## src/rtl/ctl_serial_pkg.sv

```systemverilog
package ctl_serial_pkg;
  localparam int ADDR_W    = 3;
  localparam int DATA_W    = 8;
  localparam int HDR_LEN   = 1 + ADDR_W;
  localparam int FRAME_LEN = HDR_LEN + DATA_W;
  localparam int CNT_W     = $clog2(FRAME_LEN + 1);
  localparam logic [CNT_W-1:0] CNT_HDR  = CNT_W'(HDR_LEN);
  localparam logic [CNT_W-1:0] CNT_LAST = CNT_W'(FRAME_LEN - 1);
  localparam logic [CNT_W-1:0] CNT_END  = CNT_W'(FRAME_LEN);
endpackage

```

## src/rtl/csp_frame_rx.sv

```systemverilog
module csp_frame_rx
  import ctl_serial_pkg::*;
(
  input  logic              sclk_i,
  input  logic              rst_ni,
  input  logic              sel_ni,
  input  logic              sdi_i,
  output logic [CNT_W-1:0]  cnt_o,
  output logic              dir_o,
  output logic [ADDR_W-1:0] addr_o,
  output logic              wr_en_o,
  output logic [DATA_W-1:0] wr_data_o
);
  logic [CNT_W-1:0]  cnt_q;
  logic              dir_q;
  logic [ADDR_W-1:0] addr_q;
  logic [DATA_W-1:0] dat_q;

  always_ff @(negedge sclk_i or negedge rst_ni) begin
    if (!rst_ni) begin
      cnt_q  <= '0;
      dir_q  <= 1'b0;
      addr_q <= '0;
      dat_q  <= '0;
    end else if (sel_ni) begin
      cnt_q <= '0;
    end else begin
      if (cnt_q < CNT_END) cnt_q <= cnt_q + 1'b1;
      if (cnt_q == '0) dir_q <= sdi_i;
      else if (cnt_q < CNT_HDR) addr_q <= {addr_q[ADDR_W-2:0], sdi_i};
      else if (cnt_q < CNT_END) dat_q <= {sdi_i, dat_q[DATA_W-1:1]};
    end
  end

  // commit strobe consumed on the same falling edge as the last bit
  assign wr_en_o   = !sel_ni && !dir_q && (cnt_q == CNT_LAST);
  assign wr_data_o = {sdi_i, dat_q[DATA_W-1:1]};
  assign cnt_o     = cnt_q;
  assign dir_o     = dir_q;
  assign addr_o    = addr_q;
endmodule

```

## src/rtl/csp_reg_bank.sv

```systemverilog
module csp_reg_bank
  import ctl_serial_pkg::*;
#(
  parameter int                         NUM_CTRL  = 5,
  parameter logic [NUM_CTRL*DATA_W-1:0] IMPL_MASK = '1,
  parameter logic [NUM_CTRL*DATA_W-1:0] RST_VAL   = '0
) (
  input  logic                         sclk_i,
  input  logic                         rst_ni,
  input  logic                         wr_en_i,
  input  logic [ADDR_W-1:0]            wr_addr_i,
  input  logic [DATA_W-1:0]            wr_data_i,
  output logic [NUM_CTRL*DATA_W-1:0]   regs_o
);
  for (genvar g = 0; g < NUM_CTRL; g++) begin : g_reg
    localparam logic [DATA_W-1:0] MSK = IMPL_MASK[g*DATA_W +: DATA_W];
    localparam logic [DATA_W-1:0] DEF = RST_VAL[g*DATA_W +: DATA_W] & MSK;
    logic [DATA_W-1:0] r_q;
    always_ff @(negedge sclk_i or negedge rst_ni) begin
      if (!rst_ni) r_q <= DEF;
      else if (wr_en_i && wr_addr_i == ADDR_W'(g)) r_q <= wr_data_i & MSK;
    end
    assign regs_o[g*DATA_W +: DATA_W] = r_q;
  end
endmodule

```

## src/rtl/csp_rd_tx.sv

```systemverilog
module csp_rd_tx
  import ctl_serial_pkg::*;
#(
  parameter int NUM_CTRL    = 5,
  parameter int STATUS_ADDR = 7
) (
  input  logic                       sclk_i,
  input  logic                       rst_ni,
  input  logic                       sel_ni,
  input  logic                       clip_i,
  input  logic [CNT_W-1:0]           cnt_i,
  input  logic                       dir_i,
  input  logic [ADDR_W-1:0]          addr_i,
  input  logic [NUM_CTRL*DATA_W-1:0] regs_i,
  output logic                       sdo_o
);
  logic [1:0]        clip_sync_q;
  logic [DATA_W-1:0] rd_word;
  logic [DATA_W-1:0] sh_q;
  logic              sdo_q;

  always_comb begin
    rd_word = '0;
    for (int i = 0; i < NUM_CTRL; i++)
      if (addr_i == ADDR_W'(i)) rd_word = regs_i[i*DATA_W +: DATA_W];
    if (addr_i == ADDR_W'(STATUS_ADDR)) rd_word = DATA_W'(clip_sync_q[1]);
  end

  always_ff @(posedge sclk_i or negedge rst_ni) begin
    if (!rst_ni) begin
      clip_sync_q <= '0;
      sh_q        <= '0;
      sdo_q       <= 1'b0;
    end else begin
      clip_sync_q <= {clip_sync_q[0], clip_i};
      if (!sel_ni && dir_i && cnt_i == CNT_HDR) begin
        sdo_q <= rd_word[0];
        sh_q  <= rd_word >> 1;
      end else if (!sel_ni && dir_i && cnt_i > CNT_HDR && cnt_i < CNT_END) begin
        sdo_q <= sh_q[0];
        sh_q  <= sh_q >> 1;
      end else begin
        sdo_q <= 1'b0;
      end
    end
  end

  assign sdo_o = sdo_q;
endmodule

```

## src/rtl/ctl_serial_port.sv

```systemverilog
module ctl_serial_port
  import ctl_serial_pkg::*;
#(
  parameter int                         NUM_CTRL    = 5,
  parameter int                         STATUS_ADDR = 7,
  parameter logic [NUM_CTRL*DATA_W-1:0] IMPL_MASK   = 40'h7F_7F_07_7F_FF,
  parameter logic [NUM_CTRL*DATA_W-1:0] RST_VAL     = '0
) (
  input  logic                       sclk_i,
  input  logic                       rst_ni,
  input  logic                       sel_ni,
  input  logic                       sdi_i,
  input  logic                       clip_i,
  output logic                       sdo_o,
  output logic [NUM_CTRL*DATA_W-1:0] ctrl_o
);
  logic [CNT_W-1:0]  cnt_q;
  logic              dir_q;
  logic [ADDR_W-1:0] addr_q;
  logic              wr_en;
  logic [DATA_W-1:0] wr_data;

  csp_frame_rx u_rx (
    .sclk_i, .rst_ni, .sel_ni, .sdi_i,
    .cnt_o(cnt_q), .dir_o(dir_q), .addr_o(addr_q),
    .wr_en_o(wr_en), .wr_data_o(wr_data)
  );

  csp_reg_bank #(.NUM_CTRL(NUM_CTRL), .IMPL_MASK(IMPL_MASK), .RST_VAL(RST_VAL)) u_bank (
    .sclk_i, .rst_ni, .wr_en_i(wr_en), .wr_addr_i(addr_q),
    .wr_data_i(wr_data), .regs_o(ctrl_o)
  );

  csp_rd_tx #(.NUM_CTRL(NUM_CTRL), .STATUS_ADDR(STATUS_ADDR)) u_tx (
    .sclk_i, .rst_ni, .sel_ni, .clip_i,
    .cnt_i(cnt_q), .dir_i(dir_q), .addr_i(addr_q),
    .regs_i(ctrl_o), .sdo_o
  );
endmodule

```

## config.mk

```make
export PLATFORM = sky130hd
export DESIGN_NAME = ctl_serial_port
export DESIGN_NICKNAME = d
export VERILOG_FILES = /design/src/rtl/ctl_serial_pkg.sv /design/src/rtl/csp_frame_rx.sv /design/src/rtl/csp_reg_bank.sv /design/src/rtl/csp_rd_tx.sv /design/src/rtl/ctl_serial_port.sv
export SDC_FILE = /design/constraint.sdc
export NUM_CORES = 1
export LEC_CHECK = 0
export BUFFER_PORTS_ARGS = -buffer_cell sky130_fd_sc_hd__buf_4
export CORE_AREA = 2 2 117 62
export DETAILED_ROUTE_END_ITERATION = 12
export DIE_AREA = 0 0 119 64
export GPL_ROUTABILITY_DRIVEN = 0
export GPL_TIMING_DRIVEN = 1
export PLACE_DENSITY = 0.69
export RECOVER_POWER = 100
export SLEW_MARGIN = 25
export SYNTH_ARGS = -nofsm -noshare
export SYNTH_HDL_FRONTEND = slang
export SYNTH_HIERARCHICAL = 1
export SYNTH_SLANG_ARGS = --single-unit
```

## constraint.sdc

```tcl
create_clock -name sclk_i -period 2.8 [get_ports sclk_i]
set_input_delay 0.14 -clock sclk_i [delete_from_list [all_inputs] [get_ports sclk_i]]
set_output_delay 0.14 -clock sclk_i [all_outputs]
set_load 0.01 [all_outputs]
```

==> impl_metrics.ini <==
[run_status]
status = finished, violations left
violations = setup timing

[run]
maxCapViolCount = 0

[setup_path]
arrival_ps = 3060
r2r_start = u_rx/addr_o[0]
crit_path_end_kind = register
path_delay_family = compound AO/OA/AOI/OAI gates
path_depth = 5
crit_chain = buf_4 -> nor2b_1 -> a211o_1 -> a22oi_2 -> o22ai_1
worstSetupStartpoint = u_rx/addr_o[0]
critical_path.endpoint = u_tx/sdo_o
r2r_setup_slack_ps = -70
critPathMaxStageDelay_ps = 480
worstSetupPathType = reg2reg
rr_endpoint = u_tx/sdo_o
slowest_stage = dfrtn_1
path_max_fanout = 8
required_ps = 3000
start_kind = register
worst-path-buf-inv = 1
r2r_cells = 5

[power]
p_per_area_nw_per_um2 = 793.7
p_leak_nw = 1.712
ir_drop_mv = 0.3015

[timing]
rsz0062_at_grt = true
worst_slack_ps = -65.43
tightest_slew_ps = 717.1
slew-limit-headroom_pct = 52.19
fin_tns_setup_ps = -296.5
hold_violations = 0
drv_slew = 0
clock_skew_ps = 9.997
finalSetupViolCount = 5

[grt]
antenna_found_initial = 0
grt_use_total_pct = 19.76
grt_pass1_wl_um = 11320
grt_start_max_net_pins = 58
grt_pass1_vias = 2128
grt_overflow_total = 0

[floorplan]
row_count = 21
die-area_um2 = 7616
initial_utilization_pct = 44.41
chipHeight_um = 64
io-pin-count = 46
die_w_um = 119
coreArea_um2 = 6543

[place]
dp_hpwl_um = 4973
dpl.cell_count = 386
placed_area_um2 = 3520
portBuffers = 37
dp_slack_ps = -200.5

[logic_synthesis]
ys_ff_latch = 57
avgSynthCellArea_um2 = 12.36
ys_warn_count = 6
syn_area_um2 = 2905
synth_edf_count = 0
synth_top_cell_by_area = dfrtn_1
ys_top_cells_by_area = dfrtn_1 40%, mux2_2 17%, dfrtp_1 8.6%
synthDistinctLibCells = 46
synthArstFlopShare_pct = 100.0
synth_flop_cell = dfrtn_1
synth_top_area_share_pct = 40.48
syn_inst = 235
synth-seq-area-share_pct = 49.10

[cells_and_area]
mostFrequentLayoutCells = 47 x dfrtn_1, 39 x clkbuf_1, 34 x mux2_2
layout_commonest_cell = dfrtn_1
final_core_util_pct = 57.01
layout.cells.non_filler = 406
area_delta_synth_final_pct = 28.38
final_net_count = 316
layout-drive-gt1-share_pct = 38.54
n_antenna_cell = 0
final_area_um2 = 3730

[route]
dr.pass1.iters = 4
drt-initial-drc-count = 119
drt-total-wl_um = 6945
num_vias = 2072
ant_nets = 0
drc = 0
via_per_inst = 5.103
wl_per_cell_um = 17.11

[cts]
cts_root_buf = clkbuf_16
clock_sinks = 57
cts_max_level = 3
clk_pin_slew_worst_paths_ps = 50
clockBufferDepth = 2
cts_tree = built
clock_latency_ps = 330
numCtsBuffers = 9

[hold_path]
hold_class = reg2reg
holdPathStages = 0
hold_start = u_tx/clip_sync_q[0]
[flip-flops by register name (all words and copies together), names as in the netlist]
| signal | flops |
|---|---|
| u_tx/sh_q | 7 |
| u_tx/sdo_o | 1 |
| u_rx/addr_o | 3 |
| u_tx/clip_sync_q | 2 |
| u_bank/g.r_q | 32 |
| u_rx/dat_q | 7 |
| u_rx/dir_o | 1 |
| u_rx/cnt_o | 4 |
[metal layers]
layer | track usage [%] | wire length, um
met5 | 0 | 0
met2 | 32.04 | 3420
met3 | 6.250 | 333
met1 | 25.60 | 3153
met4 | 5.804 | 37
[per-stage QoR]
stage	hold WS (ps)	total power, mW
after floorplan	-155.6	1.498
after CTS	365.5	2.956
after global routing	374.6	3.106
after global placement	224.9	1.793
final	367.0	2.960
after detailed placement	241.0	1.815
[worst min path at each step]
stage | to | slack [ps]
6_report | u_tx/clip_sync_q[1] | 370
5_1_grt | u_tx/clip_sync_q[1] | 370
4_1_cts | u_tx/clip_sync_q[1] | 370
3_5_place_dp | u_tx/clip_sync_q[0] | 240
3_3_place_gp | u_tx/clip_sync_q[1] | 220
2_1_floorplan | u_tx/clip_sync_q[0] | -160
[cell families after synthesis]
group	synth area share, %
flops	49.10
mux	21.53
xor+xnor	1.551
fa+ha+maj	0.8612
other cells	0.1291
simple gates	12.92
buf+inv	5.727
compound gates	8.183
[synth_stat cells (all sizes together) (3+ instances only)]
cell type	n
dfrtn	47
mux2	44
buf	19
o21ai	16
mux2i	13
nor2	12
dfrtp	10
nand2	8
a2bb2oi	6
nand2b	6
and2b	5
o31ai	5
inv	4
nand3	4
nor3	4
a21oi	3
clkbuf	3
[what timing repair did]
action,in CTS,in global routing
buffers inserted,0,3
pin swaps,2,3
setup endpoints to repair,7,8
gates resized for setup,13,8
hold buffers,2,0
cloned,0,0
hold endpoints to repair,11,0
[report_power, final]
group	leakage, nW	internal [mW]	switching [mW]
combinational	0.804	0.423	0.408
clock	0.142	0.708	0.363
sequential	0.767	0.933	0.125
total	1.71	2.06	0.896
[final cells by class]
| class | count | area [um2] |
|---|---|---|
| Clock buffer | 11 | 242.7 |
| Clock inverter | 5 | 55.05 |
| Fill cell | 582 | 2813 |
| Inverter | 4 | 15.01 |
| Multi-Input combinational cell | 159 | 1416 |
| Sequential cell | 57 | 1426 |
| Tap cell | 92 | 115.1 |
| Timing Repair Buffer | 78 | 459.2 |
(Power assumes the default switching activity.)
